## src/rtl/fpimm_pkg.sv

```systemverilog
package fpimm_pkg;
   localparam int SGL_EXP_W  = 8;
   localparam int SGL_FRAC_W = 23;
   localparam int DBL_EXP_W  = 11;
   localparam int DBL_FRAC_W = 52;
   localparam int IMM_MANT_W = 4;
   localparam int IMM_EXP_W  = 3;

   typedef enum logic {PREC_SINGLE = 1'b0, PREC_DOUBLE = 1'b1} prec_e;
endpackage

```

## src/rtl/fpimm_lane.sv

```systemverilog
module fpimm_lane #(
   parameter int EXP_W  = 8,
   parameter int FRAC_W = 23,
   parameter int MANT_W = 4,
   parameter int PEXP_W = 3,
   localparam int FP_W  = 1 + EXP_W + FRAC_W,
   localparam int IMM_W = 1 + PEXP_W + MANT_W
) (
   input  logic [FP_W-1:0]  fp,
   output logic             fits,
   output logic [IMM_W-1:0] imm
);
   localparam int BIAS     = 2**(EXP_W-1) - 1;
   localparam int E_LO     = -(2**(PEXP_W-1) - 1);
   localparam int E_HI     = 2**(PEXP_W-1);
   localparam int SPAN     = E_HI - E_LO;
   localparam int PACK_ADD = 2**PEXP_W - 1 + E_LO;
   localparam int TAIL_W   = FRAC_W - MANT_W;
   localparam logic [EXP_W-1:0] BASE  = EXP_W'(BIAS + E_LO);
   localparam logic [EXP_W-1:0] SPANV = EXP_W'(SPAN);
   localparam logic [EXP_W-1:0] ADDV  = EXP_W'(PACK_ADD);

   generate
      if (FRAC_W <= MANT_W) begin : g_bad_frac
         $error("fpimm_lane: FRAC_W must exceed MANT_W");
      end
      if (EXP_W <= PEXP_W) begin : g_bad_exp
         $error("fpimm_lane: EXP_W must exceed PEXP_W");
      end
   endgenerate

   logic              sign;
   logic [EXP_W-1:0]  expf;
   logic [FRAC_W-1:0] frac;
   logic [EXP_W-1:0]  off;
   logic [EXP_W-1:0]  pex_sum;
   logic              in_range;
   logic              tail_zero;

   always_comb begin
      sign      = fp[FP_W-1];
      expf      = fp[FRAC_W +: EXP_W];
      frac      = fp[FRAC_W-1:0];
      off       = expf - BASE;
      in_range  = (expf >= BASE) && (off <= SPANV);
      tail_zero = ~|frac[TAIL_W-1:0];
      pex_sum   = off + ADDV;
      fits      = in_range && tail_zero;
      imm       = {sign, pex_sum[PEXP_W-1:0], frac[FRAC_W-1 -: MANT_W]};
   end
endmodule

```

## src/rtl/fpimm_stage.sv

```systemverilog
module fpimm_stage #(
   parameter int IMM_W = 8
) (
   input  logic             clk,
   input  logic             rst,
   input  logic             in_valid,
   input  logic             fits,
   input  logic [IMM_W-1:0] imm,
   output logic             out_valid,
   output logic             out_ok,
   output logic [IMM_W-1:0] out_imm
);
   always_ff @(posedge clk) begin
      if (rst) begin
         out_valid <= 1'b0;
         out_ok    <= 1'b0;
         out_imm   <= '0;
      end else begin
         out_valid <= in_valid;
         if (in_valid) begin
            out_ok  <= fits;
            out_imm <= fits ? imm : '0;
         end
      end
   end

   assert_reject_zero_R7: assert property (@(posedge clk) disable iff (rst)
      !out_ok |-> (out_imm == '0));

   assert_valid_delay_R2: assert property (@(posedge clk) disable iff (rst)
      in_valid |=> out_valid);

   assert_valid_idle_R2: assert property (@(posedge clk) disable iff (rst)
      !in_valid |=> !out_valid);

   assert_hold_R9: assert property (@(posedge clk) disable iff (rst)
      !in_valid |=> ($stable(out_imm) && $stable(out_ok)));
endmodule

```

## src/rtl/fp_imm8_encoder.sv

```systemverilog
module fp_imm8_encoder
   import fpimm_pkg::*;
#(
   parameter int WORD_W = 64,
   localparam int IMM_W = 1 + IMM_EXP_W + IMM_MANT_W,
   localparam int SGL_W = 1 + SGL_EXP_W + SGL_FRAC_W,
   localparam int DBL_W = 1 + DBL_EXP_W + DBL_FRAC_W
) (
   input  logic              clk,
   input  logic              rst,
   input  logic              in_valid,
   input  logic              in_dbl,
   input  logic [WORD_W-1:0] in_word,
   output logic              out_valid,
   output logic              out_ok,
   output logic [IMM_W-1:0]  out_imm
);
   generate
      if (DBL_W > WORD_W) begin : g_bad_word
         $error("fp_imm8_encoder: WORD_W too narrow for double precision");
      end
   endgenerate

   logic             fits_s, fits_d, fits_sel;
   logic [IMM_W-1:0] imm_s, imm_d, imm_sel;
   prec_e            prec;

   fpimm_lane #(
      .EXP_W (SGL_EXP_W), .FRAC_W(SGL_FRAC_W),
      .MANT_W(IMM_MANT_W), .PEXP_W(IMM_EXP_W)
   ) u_lane_s (
      .fp  (in_word[SGL_W-1:0]),
      .fits(fits_s),
      .imm (imm_s)
   );

   fpimm_lane #(
      .EXP_W (DBL_EXP_W), .FRAC_W(DBL_FRAC_W),
      .MANT_W(IMM_MANT_W), .PEXP_W(IMM_EXP_W)
   ) u_lane_d (
      .fp  (in_word[DBL_W-1:0]),
      .fits(fits_d),
      .imm (imm_d)
   );

   always_comb begin
      prec     = prec_e'(in_dbl);
      fits_sel = (prec == PREC_DOUBLE) ? fits_d : fits_s;
      imm_sel  = (prec == PREC_DOUBLE) ? imm_d  : imm_s;
   end

   fpimm_stage #(.IMM_W(IMM_W)) u_stage (
      .clk      (clk),
      .rst      (rst),
      .in_valid (in_valid),
      .fits     (fits_sel),
      .imm      (imm_sel),
      .out_valid(out_valid),
      .out_ok   (out_ok),
      .out_imm  (out_imm)
   );

   // Single-precision exponent above +4 must be rejected
   assert_sgl_exp_high_R4: assert property (@(posedge clk) disable iff (rst)
      (in_valid && !in_dbl && (in_word[30:23] > 8'd131)) |=> !out_ok);

   // Double-precision exponent below -3 must be rejected
   assert_dbl_exp_low_R4: assert property (@(posedge clk) disable iff (rst)
      (in_valid && in_dbl && (in_word[62:52] < 11'd1020)) |=> !out_ok);

   assert_sgl_tail_R5: assert property (@(posedge clk) disable iff (rst)
      (in_valid && !in_dbl && (in_word[18:0] != '0)) |=> !out_ok);

   assert_dbl_tail_R5: assert property (@(posedge clk) disable iff (rst)
      (in_valid && in_dbl && (in_word[47:0] != '0)) |=> !out_ok);
endmodule

```

## config.mk

```make
export PLATFORM = sky130hd
export DESIGN_NAME = fp_imm8_encoder
export DESIGN_NICKNAME = d
export VERILOG_FILES = /design/src/rtl/fpimm_pkg.sv /design/src/rtl/fpimm_lane.sv /design/src/rtl/fpimm_stage.sv /design/src/rtl/fp_imm8_encoder.sv
export SDC_FILE = /design/constraint.sdc
export NUM_CORES = 1
export LEC_CHECK = 0
export ABC_AREA = 1
export BUFFER_PORTS_ARGS = -buffer_cell sky130_fd_sc_hd__buf_2
export CORE_ASPECT_RATIO = 1.1
export CORE_MARGIN = 1.5
export CORE_UTILIZATION = 40
export DETAILED_ROUTE_END_ITERATION = 8
export GPL_ROUTABILITY_DRIVEN = 0
export PLACE_DENSITY = 0.78
export RECOVER_POWER = 25
export SLEW_MARGIN = 20
export SYNTH_ARGS = -nofsm -noshare
export SYNTH_HDL_FRONTEND = slang
export SYNTH_HIERARCHICAL = 1
export SYNTH_SLANG_ARGS = --single-unit
```

## constraint.sdc

```tcl
create_clock -name clk -period 2.8 [get_ports clk]
set_input_delay 0.84 -clock clk [delete_from_list [all_inputs] [get_ports clk]]
set_output_delay 0.84 -clock clk [all_outputs]
set_load 0.1 [all_outputs]
```

==> results.yml, run 1 <==
outcome:
  status: "finished clean"
die:
  num_rows: 21
  dieArea_um2: 3580
  core_area_um2: 3070
  fp.dieW_um: 57.2
  die_h_um: 62.6
  initial_core_util_pct: 42.0
  io_pins: 78
synth:
  synth_enable_flop_cells: 0
  async_flop_share_pct: 0
  synth_cells: 225
  synth_top_family_by_area: "simple AND/OR/NAND/NOR gates"
  synth_cell_types: 26
  synth_top_area_cell: "nand2_1"
  syn_area_um2: 1290
  ys.flop_type: "dfxtp_1"
  synth_mux_area_share_pct: 0
  yosys_warnings: 6
  syn_nets: 297
  synthAdderAreaFrac_pct: 3.87
  synth_seq_cells: 10
  ys_top_cells_by_area: "nand2_1 (19%), dfxtp_1 (15%), nor2_1 (12%)"
  avgSynthCellArea_um2: 5.74
  yosysTopAreaCellShare_pct: 18.6
  yosys-top-cells-count: "nand2_1 (64), nor2_1 (42), inv_1 (27)"
  synth_xor_area_share_pct: 1.36
  synth_simple_gate_area_share_pct: 47.5
  ys_seq_area_share_pct: 15.5
  synth-compound-area-share_pct: 10.3
  synthMostInstantiatedCell: "nand2_1"
pwr:
  p_sw_mw: 0.129
  leakage_nw: 0.864
  clkPwrFrac_pct: 32.2
  p_int_mw: 0.282
  power.density_cell_area_nw_per_um2: 257
  ir_worst_vdd_mv: 0.257
  seq_power_share_pct: 34.8
  swShare_pct: 31.5
  pwr-share-comb_pct: 32.9
cts:
  clk_latency_ns: 0.27
  clk_pin_slew_worst_paths_ns: 0.07
  ctsHoldBuffers: 0
  clock-sinks: 10
  htree_levels: 1
  cts_setup_buffers: 0
  ctsRootBufferMaster: "clkbuf_4"
  cts-resized-gates: 0
  clk_path_buf_depth: 2
  cts_buffers: 3
  cts_tree: "done"
timing:
  post-route-period-util_pct: 82.8
  setup_viol: 0
  slew_headroom_pct: 23.0
  hold_viol_final: 0
  rsz0062_at_grt: "false"
  setup-tns-final_ns: 0
  worst_pin_slew_ns: 1.16
  slew_violations: 0
  clock_skew_ns: 0
  post-route-min-period_ns: 2.32
  timing.hold.ws_ns: 0.471
  fmax_ghz: 0.431
cells_and_area:
  syn2layout_area_growth_pct: 23.6
  fillCellCount: 356
  drive_above_1_share_pct: 36.0
  n_antenna_cell: 0
  stdcell_count: 320
  nNetsFinal: 359
drt:
  drtIter0Drc: 32
  wl_per_cell_um: 8.93
  finalWirelength_mm: 2.86
  avgViaCountPerCell: 4.59
  drc_errors: 0
  dr_total_vias: 1468
  ant_nets: 0
  firstDrtPassIters: 4
setup_path:
  endpoint_kind: "output pin"
  path_class: "reg -> out"
  worstPathMaxFanout: 2
  critPathMaxStageDelay_ns: 0.86
  crit_chain: "clkbuf_1"
  path_buf_inv: 1
  startpoint_type: "flop"
  cp_top_family: "buffers and inverters"
  critical_path.slowest_cell: "clkbuf_1"
  required_ns: 1.96
  critPathArrivalTime_ns: 1.48
grt:
  grt_max_degree: 11
  grt_pass1_vias: 1264
  grt_pass1_wl_mm: 4.68
  antenna_found_initial: 0
  grt_overflow_total: 0
  grt_use_total_pct: 16.0
placement:
  io_buffers: 77
  placed_cells_incl_taps: 316
  dpl.hpwl_mm: 2.51
flow_run:
  drv_cap: 0
worst_hold_path:
  hp-class: "reg -> reg"
## worst paths after layout
| check | startpoint | to | slack, ns | depth (start not counted) |
|---|---|---|---|---|
| setup / recovery | u_stage/out_imm[7] | out_imm[7] | 0.48 | 1 |
| hold / removal | u_stage/out_imm[3] | u_stage/out_imm[3] | 0.47 | 2 |
| setup reg to reg | u_stage/out_imm[4] | u_stage/out_imm[4] | 2.20 | 2 |
| hold reg to reg | u_stage/out_imm[3] | u_stage/out_imm[3] | 0.47 | 2 |
## power by group through the flow
stage	clock network, mW	logic, mW	registers (mW)
2_1_floorplan	0	0.0805	0.152
3_3_place_gp	0	0.135	0.146
3_5_place_dp	0	0.137	0.146
4_1_cts	0.138	0.137	0.143
5_1_grt	0.145	0.154	0.143
6_report	0.133	0.135	0.143
## sequential cells by signal (all words and copies together), names as in the netlist
register / count
u_stage/out_imm: 8
u_stage/out_ok: 1
u_stage/out_valid: 1
## cell usage in the layout, fill, tap and decap left out, types with 2 or more instances in the layout
cell type	n
a21oi_2	11
nor3_1	2
clkbuf_4	3
nand3_2	2
nand2_2	9
nor2_1	42
dfxtp_1	10
nand4_1	4
ha_1	4
inv_1	27
nand3_1	15
a21oi_1	3
nand2_1	64
clkbuf_1	5
buf_2	72
and2_1	2
## layer usage
metal,GRT usage [%],wire (um),up-vias
met5,0,0,-
met1,18.5,1220,609
met4,8.14,48,0
met3,2.28,211,5
li1,-,-,795
met2,28.0,1370,59
## logic make-up after synthesis
family | count (synthesis)
AND/OR/NAND/NOR | 142
buffers and inverters | 50
AO/OA/AOI/OAI | 17
flip-flops | 10
adder cells (fa/ha/maj) | 4
XOR/XNOR | 2
## metrics by stage
stage	power [mW]	instance area, um^2	utilization [%]	setup WS [ns]
6_report	0.411	1600	52.0	0.481
5_1_grt	0.442	1600	52.0	0.446
4_1_cts	0.418	1600	52.2	0.659
3_5_place_dp	0.283	1570	51.0	0.370
3_3_place_gp	0.281	1570	51.0	0.413
2_1_floorplan	0.232	1290	-	0.704
## final cells by class
type	count	area (um^2)	share of cell area (%)
Inverter	30	125	7.83
Timing Repair Buffer	77	379	23.7
Sequential cell	10	200	12.5
Multi-Input combinational cell	165	815	51.0
Tap cell	34	42.5	2.66
Clock buffer	4	36.3	2.27
(Power assumes the default switching activity.)
==> inputs of run 2 (changes only) <==
ABC_AREA = 0   (was 1)
CORE_UTILIZATION = 36   (was 40)
PLACE_DENSITY = 0.79   (was 0.78)
clock period = 1.9 ns   (was 2.8 ns; I/O delays follow)
==> run 2 against run 1 <==
Setup slack got worse by 0.48 ns; cell area is the same; global-route usage up 3.6 points; power increased by 51%; critical path depth up 6; die area down 9.3%; cell count is 23% lower; via count is 13% lower; first-iteration DRC count shrank 38%; clock power rose by 44%; combinational power increased by 61%.
==> results.yml, run 2 <==
outcome:
  status: "finished clean"
synth:
  ys.flop_type: "dfxtp_1"
  synth_enable_flop_cells: 0
  ys_top_cells_by_area: "dfxtp_1 (19%), mux2_4 (13%), buf_4 (11%)"
  yosysTopAreaCellShare_pct: 19.1
  synth_cells: 127
  ys_seq_area_share_pct: 19.1
  synth_top_area_cell: "dfxtp_1"
  yosys_warnings: 6
  yosys-top-cells-count: "buf_4 (16), nor4_1 (14), nand3_1 (12)"
  synth_cell_types: 35
  synth_seq_cells: 10
  synthMostInstantiatedCell: "buf_4"
  avgSynthCellArea_um2: 8.27
  syn_area_um2: 1050
  async_flop_share_pct: 0
  syn_nets: 199
cts:
  clk_path_buf_depth: 2
  clk_latency_ns: 0.26
  cts_tree: "done"
  clk_pin_slew_worst_paths_ns: 0.06
  clock-sinks: 10
  cts_buffers: 3
  ctsRootBufferMaster: "clkbuf_4"
  htree_levels: 1
drt:
  firstDrtPassIters: 4
  finalWirelength_mm: 2.97
  drtIter0Drc: 20
  avgViaCountPerCell: 5.15
  wl_per_cell_um: 12.0
  drc_errors: 0
  dr_total_vias: 1278
  ant_nets: 0
die:
  fp.dieW_um: 54.5
  io_pins: 78
  die_h_um: 59.6
  initial_core_util_pct: 37.8
  dieArea_um2: 3250
  num_rows: 20
  core_area_um2: 2780
placement:
  post-place-ws_ns: -0.283
  place_area_um2: 1530
  dpl.hpwl_mm: 2.49
  io_buffers: 77
worst_hold_path:
  hp-start: "u_stage/out_imm[0]"
  hp-class: "reg -> reg"
setup_path:
  required_ns: 2.10
  timing.rr.start: "u_stage/out_imm[5]"
  critPathArrivalTime_ns: 2.10
  path_class: "in -> reg"
  critPathMaxStageDelay_ns: 0.52
  cp-startpoint: "in_word[5]"
  worstPathMaxFanout: 9
  endpoint_kind: "flop"
  path_buf_inv: 1
  cp_top_family: "simple AND/OR/NAND/NOR gates"
  startpoint_type: "input port"
  critical_path.slowest_cell: "or4_4"
  crit_chain: "buf_2, or4_4, a211o_1, nor4_2, mux2_4, nand3_1, a21oi_2"
pwr:
  power_mw: 0.619
  leakage_nw: 0.777
  power.density_cell_area_nw_per_um2: 388
  ir_worst_vdd_mv: 0.522
cells_and_area:
  final_cell_mix: "buf_2 (77), buf_4 (27), nor4_1 (13)"
  largest-register: "u_stage/out_imm"
  n_antenna_cell: 0
  largest_reg_flops: 8
  design_area_um2: 1600
  drive_above_1_share_pct: 60.5
  syn2layout_area_growth_pct: 52.2
  reg_top3: "u_stage/out_imm (8), u_stage/out_ok (1), u_stage/out_valid (1)"
  final_common_cell: "buf_2"
  nNetsFinal: 288
flow_run:
  drv_cap: 0
timing:
  clock_skew_ns: 0
  setup-tns-final_ns: 0
  fmax_ghz: 0.528
  hold_viol_final: 0
  worst_pin_slew_ns: 0.490
  slew_violations: 0
  post-route-period-util_pct: 99.7
  rsz0062_at_grt: "true"
  setup_viol: 0
  slew_headroom_pct: 67.6
  worst_slack_ns: 0.00556
  post-route-min-period_ns: 1.89
grt:
  grt_pass1_vias: 1237
  grt_use_total_pct: 19.6
  grt_max_degree: 19
  grt_pass1_wl_mm: 4.82
  grt_overflow_total: 0
  antenna_found_initial: 0
run 2: worst register-to-register path: stages (launching register included):
cell and delay (ns):
dfxtp_1 0.35, nand2b_1 0.07, a21oi_1 0.13
run 2: cell families after synthesis:
kind of cell / Yosys count / share of synthesized area (%)
AO/OA/AOI/OAI: 20 / 13.3
adder cells (fa/ha/maj): 4 / 4.77
buffers and inverters: 26 / 16.6
flip-flops: 10 / 19.1
multiplexers: 10 / 13.8
AND/OR/NAND/NOR: 57 / 32.4
run 2: timing repair:
item,CTS,global route
hold buffers,0,0
setup endpoints to repair,0,9
hold endpoints to repair,0,0
gates resized for setup,0,9
setup buffers,0,0
run 2: layout make-up:
| cell class | count | area (um^2) |
|---|---|---|
| flip-flops and latches | 10 | 200 |
| multi-input cells | 91 | 709 |
| well taps | 33 | 41.3 |
| clock buffers | 4 | 36.3 |
| repair buffers | 104 | 588 |
| fillers | 266 | 1180 |
| inverters | 6 | 22.5 |
run 2: stage by stage:
step / hold slack (ns) / std cells / utilization (%)
CTS: 0.473 / 248 / 56.3
finish: 0.482 / 248 / 57.5
global route: 0.505 / 248 / 57.5
detailed placement: 0.461 / 244 / 55.0
global placement: 0.460 / 244 / 55.0
floorplan: 0.752 / 127 / -
run 2: worst paths after layout:
kind,endpoint,slack [ns],cells after the start
worst min register to register,u_stage/out_imm[0],0.48,2
worst max-delay path,u_stage/out_imm[1],0.006,7
worst max register to register,u_stage/out_imm[5],1.29,2
worst min-delay path,u_stage/out_imm[0],0.48,2
run 2: where the power goes:
part,internal (mW),switching (mW)
clock network,0.116,0.0743
registers,0.211,0.000285
logic,0.125,0.0926
total,0.452,0.167
run 2: layer usage:
layer	global-route usage, %	vias up	wire [um]	share of wire (%)
met5	0	-	0	0
met4	8.93	0	47	1.6
met3	3.03	5	266	9.0
met2	35.6	63	1490	50
met1	21.7	565	1170	39
li1	-	645	-	-
==> inputs of run 3 (changes only) <==
--- a/config.mk
+++ b/config.mk
@@ -21 +21,2 @@
 export SYNTH_SLANG_ARGS = --single-unit
+export TNS_END_PERCENT = 1
==> constraint.sdc (replaced) <==
create_clock -name clk -period 1.9 [get_ports clk]
set_input_delay 0.095 -clock clk [delete_from_list [all_inputs] [get_ports clk]]
set_output_delay 0.095 -clock clk [all_outputs]
set_load 0.1 [all_outputs]
==> run 3 against run 2 <==
Cell count down 11%; routed wire length down 8.6%; register-to-register slack about the same; largest power group is now registers; via count down 8.0%; critical endpoint is now u_stage/out_imm[2]; global-route usage down 2.4 points.
==> results.yml, run 3 (synthesized netlist as in run 2, its figures left out) <==
timing:
  worst_pin_slew_ns: 1.18
  fmax_ghz: 0.621
  worst_slack_ns: 0.291
  slew_violations: 0
  setup-tns-final_ns: 0
  post-route-period-util_pct: 84.7
  hold_viol_final: 0
  rsz0062_at_grt: "false"
  post-route-min-period_ns: 1.61
  slew_headroom_pct: 22.0
  setup_viol: 0
  clock_skew_ns: 0
  timing.hold.ws_ns: 0.127
grt:
  grt_max_degree: 19
  grt_pass1_vias: 1077
  use_met3_pct: 3.28
  grt_busiest_layer: "met2"
  grt_pass1_wl_mm: 4.18
  grt_overflow_total: 0
  use_met2_pct: 31.2
  antenna_found_initial: 0
  met1_usage_pct: 19.0
  grt_use_total_pct: 17.3
placement:
  io_buffers: 77
  placed_cells_incl_taps: 217
  dpl.hpwl_mm: 2.33
  post-place-ws_ns: 0.0460
  place_area_um2: 1330
setup_path:
  r2r_setup_slack_ns: 1.30
  crit_chain: "buf_2, or4_1, a211o_1, nor4_2, mux2_4, nand3_1, a21oi_1"
  critPathMaxStageDelay_ns: 0.53
  path_class: "in -> reg"
  critPathArrivalTime_ns: 1.80
  worstPathMaxFanout: 9
  startpoint_type: "input port"
  endpoint_kind: "flop"
  critical_path.slowest_cell: "or4_1"
  required_ns: 2.09
cts:
  clk_path_buf_depth: 2
  ctsHoldBuffers: 0
  clock-sinks: 10
  htree_levels: 1
  clk_latency_ns: 0.26
  clk_pin_slew_worst_paths_ns: 0.06
  cts_tree: "done"
  ctsRootBufferMaster: "clkbuf_4"
  cts_setup_buffers: 0
  cts-resized-gates: 0
  cts_buffers: 3
pwr:
  power.density_cell_area_nw_per_um2: 420
  leakage_nw: 0.626
  ir_worst_vdd_mv: 0.197
cells_and_area:
  design_area_um2: 1360
  syn2layout_area_growth_pct: 29.1
  largest_reg_flops: 8
  stdcell_count: 221
  drive_above_1_share_pct: 47.3
  final_cell_mix: "buf_2 (72), nor4_1 (14), nand3_1 (12)"
  final_common_cell: "buf_2"
  largest-register: "u_stage/out_imm"
  n_antenna_cell: 0
  fillCellCount: 282
  nNetsFinal: 261
  reg_top3: "u_stage/out_imm (8), u_stage/out_ok (1), u_stage/out_valid (1)"
die:
  core_area_um2: 2780
  fp.dieW_um: 54.5
  io_pins: 78
  dieArea_um2: 3250
  die_h_um: 59.6
  initial_core_util_pct: 37.8
  num_rows: 20
drt:
  wl_per_cell_um: 12.3
  finalWirelength_mm: 2.71
  dr_total_vias: 1176
  firstDrtPassIters: 4
  avgViaCountPerCell: 5.32
  drtIter0Drc: 22
  drc_errors: 0
  ant_nets: 0
flow_run:
  drv_cap: 0
worst_hold_path:
  hp-class: "in -> reg"
outcome:
  status: "finished clean"
## run 3: cell count changes in the layout (fill, tap and decap cells not counted), sizes merged
cell    before  now
buf        104   72
clkbuf       4    9
## run 3: area by class of cell
class | instances | area (um^2) | share of cell area [%]
Timing Repair Buffer | 77 | 379 | 28.0
Clock buffer | 4 | 36.3 | 2.68
Multi-Input combinational cell | 91 | 676 | 49.9
Sequential cell | 10 | 200 | 14.8
Inverter | 6 | 22.5 | 1.66
Tap cell | 33 | 41.3 | 3.05
## run 3: report_power, final
group          internal, mW  leakage (nW)  total, mW  switching, mW
Clock                 0.116        0.0210      0.188         0.0720
Sequential            0.211        0.0808      0.211       0.000204
Combinational        0.0894         0.525      0.171         0.0811
## run 3: stage by stage
| stage | util, % | power, mW |
|---|---|---|
| after global routing | 48.8 | 0.610 |
| after detailed placement | 47.7 | 0.386 |
| after global placement | 47.7 | 0.385 |
| final | 48.8 | 0.570 |
| after floorplan | - | 0.316 |
| after CTS | 49.0 | 0.578 |
## run 3: final timing paths
kind | from | to | depth (start not counted)
setup / recovery | in_word[6] | u_stage/out_imm[2] | 7
hold / removal | rst | u_stage/out_imm[0] | 2
setup reg to reg | u_stage/out_imm[2] | u_stage/out_imm[2] | 2
hold reg to reg | u_stage/out_imm[7] | u_stage/out_imm[7] | 2
## run 3: critical path: cells and delay by family
| kind | cells | cell delay (ns) |
|---|---|---|
| AO/OA/AOI/OAI | 2 | 0.48 |
| buffers and inverters | 1 | 0.10 |
| AND/OR/NAND/NOR | 3 | 0.88 |
| multiplexers | 1 | 0.25 |
## run 3: routing by layer
layer  vias to the layer above  routed length (um)
li1                        586                   -
met1                       519                1080
met2                        67                1330
met3                         4                 266
met4                         0                  35
met5                         -                   0
